**src/rtl/mc_ctrl_pkg.sv**
```systemverilog
package mc_ctrl_pkg;

    localparam int OP_W = 6;
    localparam int ST_W = 4;
    localparam int SEL_W = 2;

    typedef enum logic [ST_W-1:0] {
        S_FETCH  = 4'd0,
        S_DECODE = 4'd1,
        S_ADDR   = 4'd2,
        S_LDMEM  = 4'd3,
        S_LDWB   = 4'd4,
        S_STMEM  = 4'd5,
        S_ALUEX  = 4'd6,
        S_ALUWB  = 4'd7,
        S_BRANCH = 4'd8,
        S_JUMP   = 4'd9
    } state_e;

    localparam logic [OP_W-1:0] OP_RTYPE = 6'b000000;
    localparam logic [OP_W-1:0] OP_JUMP  = 6'b000010;
    localparam logic [OP_W-1:0] OP_BEQ   = 6'b000100;
    localparam logic [OP_W-1:0] OP_LOAD  = 6'b100011;
    localparam logic [OP_W-1:0] OP_STORE = 6'b101011;

    typedef struct packed {
        logic             pc_wr;
        logic             pc_wr_cond;
        logic             addr_sel;
        logic             mem_rd;
        logic             mem_wr;
        logic             ir_wr;
        logic             wb_sel;
        logic [SEL_W-1:0] pc_src;
        logic [SEL_W-1:0] alu_op;
        logic             alu_a_sel;
        logic [SEL_W-1:0] alu_b_sel;
        logic             rf_wr;
        logic             rf_dst;
    } ctrl_t;

    typedef struct packed {
        state_e nxt;
        logic   bad;
    } step_t;

    function automatic ctrl_t ctrl_of(state_e s);
        ctrl_t c;
        c = '0;
        case (s)
            S_FETCH: begin
                c.mem_rd    = 1'b1;
                c.ir_wr     = 1'b1;
                c.pc_wr     = 1'b1;
                c.alu_b_sel = 2'b01;
            end
            S_DECODE: c.alu_b_sel = 2'b11;
            S_ADDR: begin
                c.alu_a_sel = 1'b1;
                c.alu_b_sel = 2'b10;
            end
            S_LDMEM: begin
                c.mem_rd   = 1'b1;
                c.addr_sel = 1'b1;
            end
            S_LDWB: begin
                c.rf_wr  = 1'b1;
                c.wb_sel = 1'b1;
            end
            S_STMEM: begin
                c.mem_wr   = 1'b1;
                c.addr_sel = 1'b1;
            end
            S_ALUEX: begin
                c.alu_a_sel = 1'b1;
                c.alu_op    = 2'b10;
            end
            S_ALUWB: begin
                c.rf_wr  = 1'b1;
                c.rf_dst = 1'b1;
            end
            S_BRANCH: begin
                c.alu_a_sel  = 1'b1;
                c.alu_op     = 2'b01;
                c.pc_src     = 2'b01;
                c.pc_wr_cond = 1'b1;
            end
            S_JUMP: begin
                c.pc_src = 2'b10;
                c.pc_wr  = 1'b1;
            end
            default: c = '0;
        endcase
        return c;
    endfunction

    function automatic step_t next_of(state_e s, logic [OP_W-1:0] op);
        step_t r;
        r.nxt = S_FETCH;
        r.bad = 1'b0;
        case (s)
            S_FETCH: r.nxt = S_DECODE;
            S_DECODE: begin
                case (op)
                    OP_RTYPE:          r.nxt = S_ALUEX;
                    OP_JUMP:           r.nxt = S_JUMP;
                    OP_BEQ:            r.nxt = S_BRANCH;
                    OP_LOAD, OP_STORE: r.nxt = S_ADDR;
                    default:           r.bad = 1'b1;
                endcase
            end
            S_ADDR: begin
                case (op)
                    OP_LOAD:  r.nxt = S_LDMEM;
                    OP_STORE: r.nxt = S_STMEM;
                    default:  r.bad = 1'b1;
                endcase
            end
            S_LDMEM: r.nxt = S_LDWB;
            S_ALUEX: r.nxt = S_ALUWB;
            default: r.nxt = S_FETCH;
        endcase
        return r;
    endfunction

endpackage

```
**src/rtl/mc_ctrl_next.sv**
```systemverilog
module mc_ctrl_next
    import mc_ctrl_pkg::*;
(
    input  state_e            cur_i,
    input  logic [OP_W-1:0]   opcode_i,
    output state_e            nxt_o,
    output logic              bad_o
);
    step_t step;

    always_comb begin
        step  = next_of(cur_i, opcode_i);
        nxt_o = step.nxt;
        bad_o = step.bad;
    end
endmodule

```
**src/rtl/mc_ctrl_out.sv**
```systemverilog
module mc_ctrl_out
    import mc_ctrl_pkg::*;
(
    input  state_e cur_i,
    output ctrl_t  ctrl_o
);
    always_comb ctrl_o = ctrl_of(cur_i);
endmodule

```
**src/rtl/mc_ctrl_fsm.sv**
```systemverilog
module mc_ctrl_fsm
    import mc_ctrl_pkg::*;
(
    input  logic             clk,
    input  logic             rst,
    input  logic [OP_W-1:0]  opcode_i,
    output logic             pc_wr_o,
    output logic             pc_wr_cond_o,
    output logic             addr_sel_o,
    output logic             mem_rd_o,
    output logic             mem_wr_o,
    output logic             ir_wr_o,
    output logic             wb_sel_o,
    output logic [SEL_W-1:0] pc_src_o,
    output logic [SEL_W-1:0] alu_op_o,
    output logic             alu_a_sel_o,
    output logic [SEL_W-1:0] alu_b_sel_o,
    output logic             rf_wr_o,
    output logic             rf_dst_o,
    output logic             illegal_o
);
    state_e state_q;
    state_e state_d;
    logic   bad_d;
    logic   illegal_q;
    ctrl_t  ctrl;

    mc_ctrl_next u_next (
        .cur_i    (state_q),
        .opcode_i (opcode_i),
        .nxt_o    (state_d),
        .bad_o    (bad_d)
    );

    mc_ctrl_out u_out (
        .cur_i  (state_q),
        .ctrl_o (ctrl)
    );

    always_ff @(posedge clk) begin
        if (rst) begin
            state_q   <= S_FETCH;
            illegal_q <= 1'b0;
        end else begin
            state_q   <= state_d;
            illegal_q <= bad_d;
        end
    end

    assign pc_wr_o      = ctrl.pc_wr;
    assign pc_wr_cond_o = ctrl.pc_wr_cond;
    assign addr_sel_o   = ctrl.addr_sel;
    assign mem_rd_o     = ctrl.mem_rd;
    assign mem_wr_o     = ctrl.mem_wr;
    assign ir_wr_o      = ctrl.ir_wr;
    assign wb_sel_o     = ctrl.wb_sel;
    assign pc_src_o     = ctrl.pc_src;
    assign alu_op_o     = ctrl.alu_op;
    assign alu_a_sel_o  = ctrl.alu_a_sel;
    assign alu_b_sel_o  = ctrl.alu_b_sel;
    assign rf_wr_o      = ctrl.rf_wr;
    assign rf_dst_o     = ctrl.rf_dst;
    assign illegal_o    = illegal_q;

    // fetch is always followed by decode
    a_r2_fetch_then_decode: assert property (@(posedge clk) disable iff (rst)
        (state_q == S_FETCH) |=> (state_q == S_DECODE));

    // a load or store opcode at decode leads to address compute
    a_r3_mem_dispatch: assert property (@(posedge clk) disable iff (rst)
        (state_q == S_DECODE && (opcode_i == OP_LOAD || opcode_i == OP_STORE))
        |=> (alu_b_sel_o == 2'b10 && alu_a_sel_o));

    // load write-back only follows a load memory read
    a_r5_wb_after_read: assert property (@(posedge clk) disable iff (rst)
        (rf_wr_o && !rf_dst_o) |-> ($past(state_q) == S_LDMEM));

    // a conditional PC write ends the instruction
    a_r8_branch_ends: assert property (@(posedge clk) disable iff (rst)
        pc_wr_cond_o |=> (state_q == S_FETCH && ir_wr_o));

    // no read and write strobe together
    a_r10_no_rw_clash: assert property (@(posedge clk) disable iff (rst)
        !(mem_rd_o && mem_wr_o));

    // the illegal flag appears only in fetch, right after decode or address compute
    a_r11_illegal_origin: assert property (@(posedge clk) disable iff (rst)
        illegal_o |-> (state_q == S_FETCH &&
                       ($past(state_q) == S_DECODE || $past(state_q) == S_ADDR)));

endmodule

```
**config.mk**
```make
export PLATFORM = sky130hd
export DESIGN_NAME = mc_ctrl_fsm
export DESIGN_NICKNAME = d
export VERILOG_FILES = /design/src/rtl/mc_ctrl_pkg.sv /design/src/rtl/mc_ctrl_next.sv /design/src/rtl/mc_ctrl_out.sv /design/src/rtl/mc_ctrl_fsm.sv
export SDC_FILE = /design/constraint.sdc
export NUM_CORES = 1
export LEC_CHECK = 0
export ABC_AREA = 1
export BUFFER_PORTS_ARGS = -buffer_cell sky130_fd_sc_hd__buf_2
export CORE_AREA = 3 3 40 42
export CTS_BUF_LIST = sky130_fd_sc_hd__clkbuf_2
export DETAILED_ROUTE_END_ITERATION = 12
export DIE_AREA = 0 0 43 45
export PLACE_DENSITY = 0.66
export SLEW_MARGIN = 5
export SYNTH_ARGS = -nofsm -noshare
export SYNTH_HDL_FRONTEND = slang
export SYNTH_SLANG_ARGS = --single-unit
export TNS_END_PERCENT = 50
```
**constraint.sdc**
```tcl
create_clock -name clk -period 1.55 [get_ports clk]
set_clock_uncertainty 0.2 [all_clocks]
set_input_delay 0.31 -clock clk [delete_from_list [all_inputs] [get_ports clk]]
set_output_delay 0.31 -clock clk [all_outputs]
set_load 0.01 [all_outputs]
```
Word level (Yosys, flattened, before mapping):

Index checks and enable logic that the tools add are counted.

* add/sub/neg operators: 0
* multipliers: 0
* divide/modulo/power cells: 0
* $lt $le $gt $ge: 0
* equal/unequal tests: 13
* shift-type cells: 0
* multiplexer cells: 19
* bitwise gates (word level): 0
* reductions and logical operators: 9

Operators with widths (number)
* 4-bit one-hot mux with 5 select lines: 1
* 4-bit by 3-bit equality test with 1-bit output (second input constant): 4
* 4-bit one-hot mux with 4 select lines: 1
* 6-bit equality test (second input constant): 2
* 1-bit 2-to-1 mux: 12
* 2-bit OR reduction: 5
* 4-bit by 2-bit equality test with 1-bit output (second input constant): 2
* 4-bit equality test (second input constant): 2
* 2-bit one-hot mux with 2 select lines: 2
* 6-bit by 2-bit equality test with 1-bit output (second input constant): 1
* 6-bit by 3-bit equality test with 1-bit output (second input constant): 1
* 6-bit zero test: 1
* 2-bit one-hot mux with 3 select lines: 1
* 3-bit one-hot mux with 2 select lines: 1
* 5-bit OR reduction: 1
* 4-bit by 1-bit equality test with 1-bit output (second input constant): 1
* 4-bit zero test: 1
* 3-bit OR reduction: 1
* 1-bit one-hot mux with 2 select lines: 1

* register bits: 5
* bits in latches: 0
* bits in writable memories: 0
* ROM bits: 0
* input bits: 8
* memories: 0

Logic depth before layout (Yosys ltp):

* depth after elaboration: 4
* mapped depth: 8
* gate-level depth less buffers: 8

Hierarchy:

From an unflattened synthesis, not the netlist that was laid out.

* cell total of the unflattened synthesis: 110
* area total of the unflattened synthesis: 555.5 um^2

Modules (own cells, without submodules)
* mc_ctrl_next: instances 1, cells each 54, area each 251.5 um^2, sequential area each 0.0 um^2
* mc_ctrl_out: instances 1, cells each 41, area each 166.4 um^2, sequential area each 0.0 um^2
* mc_ctrl_fsm: instances 1, cells each 15, area each 137.6 um^2, sequential area each 100.1 um^2

Worst setup path after synthesis:

No wires, ideal clock.

* path kind: register to output
* from: reg state_q[2]
* to: out pc_src_o[0]
* arrival: 0.901 ns
* slack: 0.139 ns
* stages on the path, launching flop included: 5
* path buffers: 1
* cell sequence: dfxtp_1 -> inv_2 -> nand2_1 -> nor2_1 -> buf_4

* longest elaborated chain between the ends: 2
* elaborated cells between the ends (all ways): 3
* classes of those cells: 2 x eq/ne; 1 x mux

Ends and longest elaborated chain
* start: declaration: RTL line mc_ctrl_fsm.sv:22 `state_e state_q;`
* start signal: assignment: RTL line mc_ctrl_fsm.sv:45 `state_q <= state_d;`
* 4-bit equality test: RTL line mc_ctrl_pkg.sv:50 `case (s)`
* 2-bit one-hot mux with 2 select lines (*): RTL line mc_ctrl_pkg.sv:50
* end: declaration: RTL line mc_ctrl_fsm.sv:14 `output logic [SEL_W-1:0] pc_src_o,`

Mark *: on every way between the ends. The rest lies on a longest branch, timed or not.

Final worst setup path:

* from: reg state_q[2]
* to: out pc_wr_o

* longest elaborated chain between the ends: 3
* elaborated cells between the ends (all ways): 4
* classes of those cells: 1 x eq/ne; 1 x mux; 2 x reduce/logical

Ends and longest elaborated chain
* 4-bit equality test / 4-bit zero test (equally long branches): RTL line mc_ctrl_pkg.sv:50
* 2-bit OR reduction (no line) (*)
* 1-bit 2-to-1 mux (*): RTL line mc_ctrl_pkg.sv:50
* end: declaration: RTL line mc_ctrl_fsm.sv:7 `output logic pc_wr_o,`

Marked as above.

==> run metrics <==
flop and latch count out of synthesis 5; CP Max Fanout 5; All-Layer GR Usage between 10 and 15%; root buf cell clkbuf_2; unrepaired setup endpoints after global routing yes; clock slew at reported path FFs 0.06 ns; Sink Count 5; CTS tree done; ys async rst share 0%; sequential-to-total area share from yosys stat 21.1%; first-pass GRT wire length about 2.2 mm; total power between 0.3 and 0.4 mW; pwr/cell area ~500 nW/µm²; Mapped Area roughly 480 µm²; max cap viols 0; CP Launch Point state_q[2]; core area roughly 1300 µm²; share of layout cells above drive strength 1 slightly above 50%; Hold Startpoint rst; Chip Height 45 µm; most frequent cell after synthesis nor2_1; IR drop worst, VDD ~0.00026 V; io pins 25; worst skew pair latency 0.23 ns; syn nets 91; kind of critical path reg -> out; CP Capture Type output pin; filler instances 127; Tmin final 1.65 ns; failing checks setup timing; Final Net Count 125; Via density 4.60; slew margin rel. between 80 and 90%; DR vias between 600 and 700; status complete, but fails checks; vias in the first global route around 560; Starting Density 37.0%; detailed placer's ending HPWL roughly 990 µm; gr ovfl total 0; largest net degree at the start of global routing 7; Routed Wire Length 1.31 mm; final hold violations 0; TritonCTS buffer count 3; final setup fails 8; Yosys top cell area share approximately a fifth; Area growth syn-to-layout 53.2%; initial antenna violation count 0; Worst Tran Pin Value approximately 0.19 ns; Port Buffers 24; drt pass-1 iters 4; drt wl/cell around 10 µm; Area contributors post-synth dfxtp_1, nor2_1, nand2_1, nand3_1, inv_1; Routability Congestion 0.831; Initial DRC Count 8; die area 1940 µm²; setup ws final -0.102 ns; Static Leak 0.410 nW; Commonest cells post-synth nor2_1, nand2_1, inv_1; Rows 13; worst flop-to-flop path startpoint state_q[2]; Final Cycle Share 107%; Synth Flop Type dfxtp_1; antenna viol nets, final 0; H-tree levels 1; Post-synth EDFFs 0; ANT cells 0; Final Max Tran Viols 0; Distinct cells, synth 21; min-delay worst type in -> reg; Worst Setup Start Kind register; largest area contributor in the netlist dfxtp_1; clk buf depth 2; Max Freq between 0.6 and 0.7 GHz; Die Width around 43 µm; arrival time at the worst endpoint approximately 1.1 ns; YS warnings 0; hold slack around 0.05 ns; Syn Inst Count just over 80; WP data required approximately 1.0 ns; drt drc 0; syn_area_per_cell ~5.7 µm²
[worst max-delay path: stages, from the launching register on]
cell and delay (ns):
dfxtp_2 0.34, inv_2 0.09, nand2_4 0.10, nor2_4 0.15
inv_2 0.05, o21ai_2 0.04, buf_2 0.14
[stage by stage]
step,TNS [ns],instances,cell area (µm²),worst slack (ns),util [%]
CTS,-0.275,130,699,-0.0569,54.4
detailed placement,0,122,614,0.0971,47.8
floorplan,0,83,475,0.139,-
finish,-0.411,131,728,-0.102,56.7
global placement,0,122,614,0.0764,47.8
global route,-1.29,131,728,-0.161,56.7
[cells by family (layout without fill, tap and decap cells)]
logic type | after synthesis | count (layout) | synth area share [%]
buffers and inverters | 16 | 49 | 13.7
flip-flops | 5 | 5 | 21.1
AND/OR/NAND/NOR | 57 | 57 | 59.7
AO/OA/AOI/OAI | 5 | 5 | 5.53
[placed cells by master (no fill, tap or decap)]
| master | n |
|---|---|
| o21ai_1 | 1 |
| nor2_1 | 18 |
| nand4_1 | 2 |
| nand2_2 | 2 |
| nand3b_1 | 1 |
| and3_1 | 1 |
| clkinv_2 | 1 |
| dfxtp_2 | 3 |
| nor3_1 | 1 |
| nand2b_1 | 1 |
| nand3_2 | 2 |
| nor2_2 | 3 |
| buf_4 | 5 |
| inv_4 | 1 |
| nand2_1 | 11 |
| inv_1 | 8 |
| a21oi_1 | 1 |
| dfxtp_4 | 1 |
| buf_2 | 23 |
| clkbuf_2 | 4 |
| o21ai_0 | 1 |
| o21ai_2 | 1 |
| dfxtp_1 | 1 |
| inv_2 | 5 |
| o22ai_1 | 1 |
| nand2_4 | 3 |
| nand3_1 | 8 |
| nor2_4 | 4 |
| buf_6 | 2 |
[per-layer routing]
metal,wire length (µm),up-vias,GRT usage (%)
met1,507,252,14.4
met2,674,24,28.4
met3,102,3,2.79
li1,-,323,-
met5,0,-,0
met4,22,0,9.64
[path summary, 6_finish.rpt]
path / to / slack, ns / cells after the start
worst min register to register: state_q[3] / 0.53 / 3
worst min-delay path: illegal_o / 0.05 / 2
worst max-delay path: pc_wr_o / -0.10 / 6
worst max register to register: state_q[2] / 0.17 / 9
[power by group]
part	total, mW	internal, mW	switching (mW)
sequential	0.136	0.132	0.00422
clock	0.128	0.0683	0.0594
combinational	0.0979	0.0395	0.0584
[repair_timing]
item                       CTS  global route
pin swaps                    4             3
hold buffers                 0             0
setup endpoints to repair   13            16
setup buffers                4             1
gates resized for setup     16             5
cloned                       0             0
[final cells by class]
cell class | instances | area, µm² | area share, %
inverter | 15 | 60.1 | 8.25
clock buffer | 4 | 20.0 | 2.75
tap | 15 | 18.8 | 2.58
sequential | 5 | 108 | 14.8
multi-input combinational | 62 | 347 | 47.6
timing repair buffer | 30 | 175 | 24.1
[sequential cells by signal, indices dropped and copies added (netlist names)]
register and flops:
state_q 4, illegal_o 1
(Power assumes the default switching activity.)
